===== src/rtl/wdt_pkg.sv =====
package wdt_pkg;
  localparam int ADDR_W = 12;
  localparam int DATA_W = 32;
  localparam logic [ADDR_W-1:0] A_CTRL    = 12'h000;
  localparam logic [ADDR_W-1:0] A_OFFSET  = 12'h008;
  localparam logic [ADDR_W-1:0] A_REFRESH = 12'h000;
  typedef enum logic {FR_CTRL = 1'b0, FR_REFRESH = 1'b1} frame_e;
endpackage


===== src/rtl/wdt_regs.sv =====
module wdt_regs
  import wdt_pkg::*;
#(
  parameter int CNT_W = 32
) (
  input  logic              clk,
  input  logic              rst_n,
  input  logic              bus_req,
  input  logic              bus_we,
  input  logic              bus_frame,
  input  logic [ADDR_W-1:0] bus_addr,
  input  logic [DATA_W-1:0] bus_wdata,
  output logic [DATA_W-1:0] bus_rdata,
  input  logic              st_ws0,
  input  logic              st_ws1,
  output logic              en_q,
  output logic              en_nxt,
  output logic [CNT_W-1:0]  offset_q,
  output logic              restart
);
  frame_e frame;
  logic wr, wr_ctrl, wr_off, wr_ref;

  assign frame   = frame_e'(bus_frame);
  assign wr      = bus_req && bus_we;
  assign wr_ctrl = wr && (frame == FR_CTRL) && (bus_addr == A_CTRL);
  assign wr_off  = wr && (frame == FR_CTRL) && (bus_addr == A_OFFSET);
  assign wr_ref  = wr && (frame == FR_REFRESH) && (bus_addr == A_REFRESH);

  assign en_nxt  = wr_ctrl ? bus_wdata[0] : en_q;
  // restart on refresh, offset load, or a 0->1 enable edge
  assign restart = wr_ref || wr_off || (en_nxt && !en_q);

  always_ff @(posedge clk) begin
    if (!rst_n) begin
      en_q     <= 1'b0;
      offset_q <= '0;
    end else begin
      en_q <= en_nxt;
      if (wr_off) offset_q <= bus_wdata[CNT_W-1:0];
    end
  end

  always_comb begin
    bus_rdata = '0;
    if (bus_req && !bus_we && frame == FR_CTRL) begin
      if (bus_addr == A_CTRL)        bus_rdata[2:0] = {st_ws1, st_ws0, en_q};
      else if (bus_addr == A_OFFSET) bus_rdata[CNT_W-1:0] = offset_q;
    end
  end

  // an offset write always loads the data seen on the bus
  p_offset_load_r5: assert property (@(posedge clk) disable iff (!rst_n)
    wr_off |=> (offset_q == $past(bus_wdata[CNT_W-1:0])));
endmodule


===== src/rtl/wdt_stage_cnt.sv =====
module wdt_stage_cnt #(
  parameter int CNT_W = 32
) (
  input  logic             clk,
  input  logic             rst_n,
  input  logic             tick,
  input  logic             clear,
  input  logic [CNT_W-1:0] offset,
  output logic             ws0,
  output logic             ws1
);
  logic [CNT_W-1:0] cnt;
  logic             hit;

  // expiry when the tick about to be counted reaches the offset (0 -> first tick)
  assign hit = ({1'b0, cnt} + 1'b1) >= {1'b0, offset};

  always_ff @(posedge clk) begin
    if (!rst_n || clear) begin
      cnt <= '0;
      ws0 <= 1'b0;
      ws1 <= 1'b0;
    end else if (tick && !ws1) begin
      if (hit) begin
        cnt <= '0;
        if (!ws0) ws0 <= 1'b1;
        else      ws1 <= 1'b1;
      end else begin
        cnt <= cnt + 1'b1;
      end
    end
  end

  // second stage only follows the first
  p_ws1_after_ws0_r3: assert property (@(posedge clk) disable iff (!rst_n)
    ws1 |-> ws0);
  // a restart leaves both stages clear
  p_clear_quiets_r4: assert property (@(posedge clk) disable iff (!rst_n)
    clear |=> (!ws0 && !ws1));
  // without a tick nothing moves
  p_idle_hold_r6: assert property (@(posedge clk) disable iff (!rst_n)
    (!tick && !clear) |=> ($stable(cnt) && $stable(ws0) && $stable(ws1)));
  // first stage rises only on a counted tick
  p_rise_on_tick_r2: assert property (@(posedge clk) disable iff (!rst_n)
    $rose(ws0) |-> $past(tick));
endmodule


===== src/rtl/dual_stage_wdt.sv =====
module dual_stage_wdt
  import wdt_pkg::*;
#(
  parameter int CNT_W = 32
) (
  input  logic              clk,
  input  logic              rst_n,
  input  logic              tick_en,
  input  logic              bus_req,
  input  logic              bus_we,
  input  logic              bus_frame,
  input  logic [ADDR_W-1:0] bus_addr,
  input  logic [DATA_W-1:0] bus_wdata,
  output logic [DATA_W-1:0] bus_rdata,
  output logic              irq_warn,
  output logic              rst_req
);
  logic en_q, en_nxt, restart, ws0, ws1;
  logic [CNT_W-1:0] offset_q;

  wdt_regs #(.CNT_W(CNT_W)) u_regs (
    .clk(clk), .rst_n(rst_n), .bus_req(bus_req), .bus_we(bus_we),
    .bus_frame(bus_frame), .bus_addr(bus_addr), .bus_wdata(bus_wdata),
    .bus_rdata(bus_rdata), .st_ws0(ws0), .st_ws1(ws1), .en_q(en_q),
    .en_nxt(en_nxt), .offset_q(offset_q), .restart(restart)
  );

  wdt_stage_cnt #(.CNT_W(CNT_W)) u_cnt (
    .clk(clk), .rst_n(rst_n), .tick(tick_en && en_q),
    .clear(restart || !en_nxt), .offset(offset_q), .ws0(ws0), .ws1(ws1)
  );

  assign irq_warn = ws0;
  assign rst_req  = ws1;

  // nothing is signalled while disabled
  p_disabled_quiet_r7: assert property (@(posedge clk) disable iff (!rst_n)
    !en_q |-> (!irq_warn && !rst_req));
endmodule


===== config.mk =====
export PLATFORM = sky130hd
export DESIGN_NAME = dual_stage_wdt
export DESIGN_NICKNAME = d
export VERILOG_FILES = /design/src/rtl/wdt_pkg.sv /design/src/rtl/wdt_regs.sv /design/src/rtl/wdt_stage_cnt.sv /design/src/rtl/dual_stage_wdt.sv
export SDC_FILE = /design/constraint.sdc
export NUM_CORES = 1
export LEC_CHECK = 0
export CAP_MARGIN = 20
export CORE_UTILIZATION = 24
export DETAILED_ROUTE_END_ITERATION = 7
export GPL_TIMING_DRIVEN = 0
export SYNTH_ARGS = -nofsm -noshare
export SYNTH_HDL_FRONTEND = slang
export SYNTH_SLANG_ARGS = --single-unit

===== constraint.sdc =====
create_clock -name clk -period 4.9 [get_ports clk]
set_input_delay 0.49 -clock clk [delete_from_list [all_inputs] [get_ports clk]]
set_output_delay 0.49 -clock clk [all_outputs]
set_load 0.005 [all_outputs]

==> flow_summary.ini <==
[synth]
synth_edf_count = 0
ys_warn_count = 0
syn_avg_cell_area_um2 = 7.97
synth.top_cell.area_share_pct = 31.6
synth_seq_cells = 67
synth_ff_type = dfxtp_1
syn_area_um2 = 4250
ys_types = 43
synth.area.top_cells = dfxtp_1 (32%), ha_1 (9.7%), nand2_1 (8.3%), a21boi_0 (5.7%), nor3_1 (5.1%)
netlist_instances = 533
synthArstFlopShare_pct = 0
yosysSeqAreaShare_pct = 31.6
synth.largest_area_cell = dfxtp_1
syn-num-nets = 616

[hold_path]
hp-class = reg -> reg

[place]
hpwl_mm = 9.33
placed_cell_area_um2 = 5350
place_congestion = 0.783
io_buffers = 82

[clock_tree]
cts-root-buf = clkbuf_16
h-tree-depth = 3
numCtsBuffers = 9
post_cts_buffers = 0
cts_tree = done
cts_hold_buf = 0
path_clk_slew_ps = 60
cts_resized = 0
clock_latency_ps = 340
cts_buffer_depth = 2
clkSinkCount = 67

[route]
wl_met2_mm = 5.71
routed-wl-met3_um = 489
routed_wl_mm = 12.1
drc = 0
wire_per_inst_um = 14.1
viasPerCell = 4.69
met1Wirelength_mm = 5.70
drt_iter0_markers = 143
vias = 4021
highest_layer = met4
firstDrtPassIters = 4
ant_nets = 0

[floorplan]
die_area_um2 = 18200
core_area_um2 = 17300
boundaryPins = 84
die_w_um = 135
die_h_um = 135
initial_core_util_pct = 24.6
num_rows = 48

[setup_path]
critical_path_class = reg -> reg
required_ps = 5130
endpoint_kind = flop
start_kind = flop
crit_fanout = 10
cp.arrival_ps = 4650

[sta]
max_freq_ghz = 0.226
setup_viol = 0
fin_crit_ps = 4420
hold_viol_final = 0
tns_ps = 0
finalClockSkew_ps = 6.72
min_period_over_period_pct = 90.3
tightest_slew_ps = 881
relSlewSlack_pct = 40.7
maxSlewViolCount = 0
grt_setup_unrepaired = no

[global_route]
antenna_found_initial = 0
grt_pass1_vias = 3920
grt_usage_pct = 14.1
grt_max_degree = 14
grt_pass1_wl_mm = 19.9
overflow = 0

[pwr]
ir_drop_v = 0.000159
power.density_nw_per_um2 = 223
p_leak_nw = 1.98

[final_layout]
layout_commonest_cell = nand2_1
nNetsFinal = 710
antenna_cells = 0
final_area_um2 = 5670
syn_to_final_growth_pct = 33.3
drive_gt1_share_pct = 4.27
final_cell_mix = nand2_1 (94), clkdlybuf4s50_1 (82), dfxtp_1 (67)

[outcome]
status = finished, final reports clean

[run]
maxCapViolations = 0
==> per-layer routing <==
layer	vias up	global-route usage [%]
met5	-	0
met4	0	4.87
met3	13	1.95
met2	72	23.7
met1	1848	18.2
li1	2088	-
==> worst paths after layout <==
| path | from | end | slack, ps | cells past startpoint |
|---|---|---|---|---|
| worst max-delay path | u_cnt.cnt[2] | u_cnt.cnt[28] | 480 | 13 |
| worst min-delay path | u_regs.offset_q[10] | u_regs.offset_q[10] | 460 | 2 |
| worst max register to register | u_cnt.cnt[2] | u_cnt.cnt[28] | 480 | 13 |
| worst min register to register | u_regs.offset_q[10] | u_regs.offset_q[10] | 460 | 2 |
==> layout make-up <==
cell class	count	area, µm²
Sequential cell	67	1340
Fill cell	1897	11600
Tap cell	225	282
Clock buffer	9	225
Multi-Input combinational cell	397	2630
Buffer	32	143
Inverter	37	139
Timing Repair Buffer	83	826
Clock inverter	7	76.3
==> cell usage after synthesis (2+ instances only) <==
cell type,number
nand2_1,94
dfxtp_1,67
nor3_1,43
inv_1,37
ha_1,33
a21boi_0,32
clkbuf_1,26
xnor2_1,21
a32o_1,19
nand3_1,17
nand4_1,16
nor2_1,14
a21oi_1,12
xor2_1,12
o21ai_0,9
and3_1,8
nor4_1,7
and4_1,6
and2_1,5
mux2i_1,5
a21o_1,4
a41oi_1,4
nor2b_1,4
o211ai_1,4
or3_1,4
a31oi_1,3
o21a_1,3
or4_1,3
a211oi_1,2
a221o_1,2
buf_1,2
buf_4,2
buf_6,2
nand2b_1,2
==> critical path, cell delays in order (launching register included) <==
cell and delay, ps:
dfxtp_1 480, nand3_1 180, or4_1 640, or4_1 540
clkbuf_1 180, nor2_1 150, xor2_1 80, ha_1 290
nand3_1 190, or3_1 460, nor4_1 350, nor4_2 130
clkbuf_1 290, a32o_1 330
==> through the flow <==
stage	setup WS [ps]	std cells	total power [W]	utilization, %	hold slack [ps]
2_1_floorplan	1160	533	0.000569	-	441
3_3_place_gp	363	840	0.000615	30.9	449
3_5_place_dp	299	840	0.000615	30.9	456
4_1_cts	284	856	0.00128	32.7	464
5_1_grt	174	857	0.00131	32.8	478
6_report	476	857	0.00126	32.8	460
==> cells by family after synthesis <==
group / share of synthesized area [%]
buffers and inverters: 6.62
adder cells (fa/ha/maj): 9.71
multiplexers: 1.18
XOR/XNOR: 6.80
AND/OR/NAND/NOR: 26.5
flip-flops: 31.6
AO/OA/AOI/OAI: 17.6
==> sequential cells by signal, summed over array words and instances, names as in the netlist <==
signal           count
u_cnt.cnt           32
u_cnt.ws0            1
u_cnt.ws1            1
u_regs.en_q          1
u_regs.offset_q     32
==> report_power, final <==
group / total, W / switching [W] / internal [W]
clock: 0.000662 / 0.000264 / 0.000397
combinational: 0.0000574 / 0.0000180 / 0.0000394
sequential: 0.000545 / 0.00000000405 / 0.000545
(Power assumes the default switching activity.)
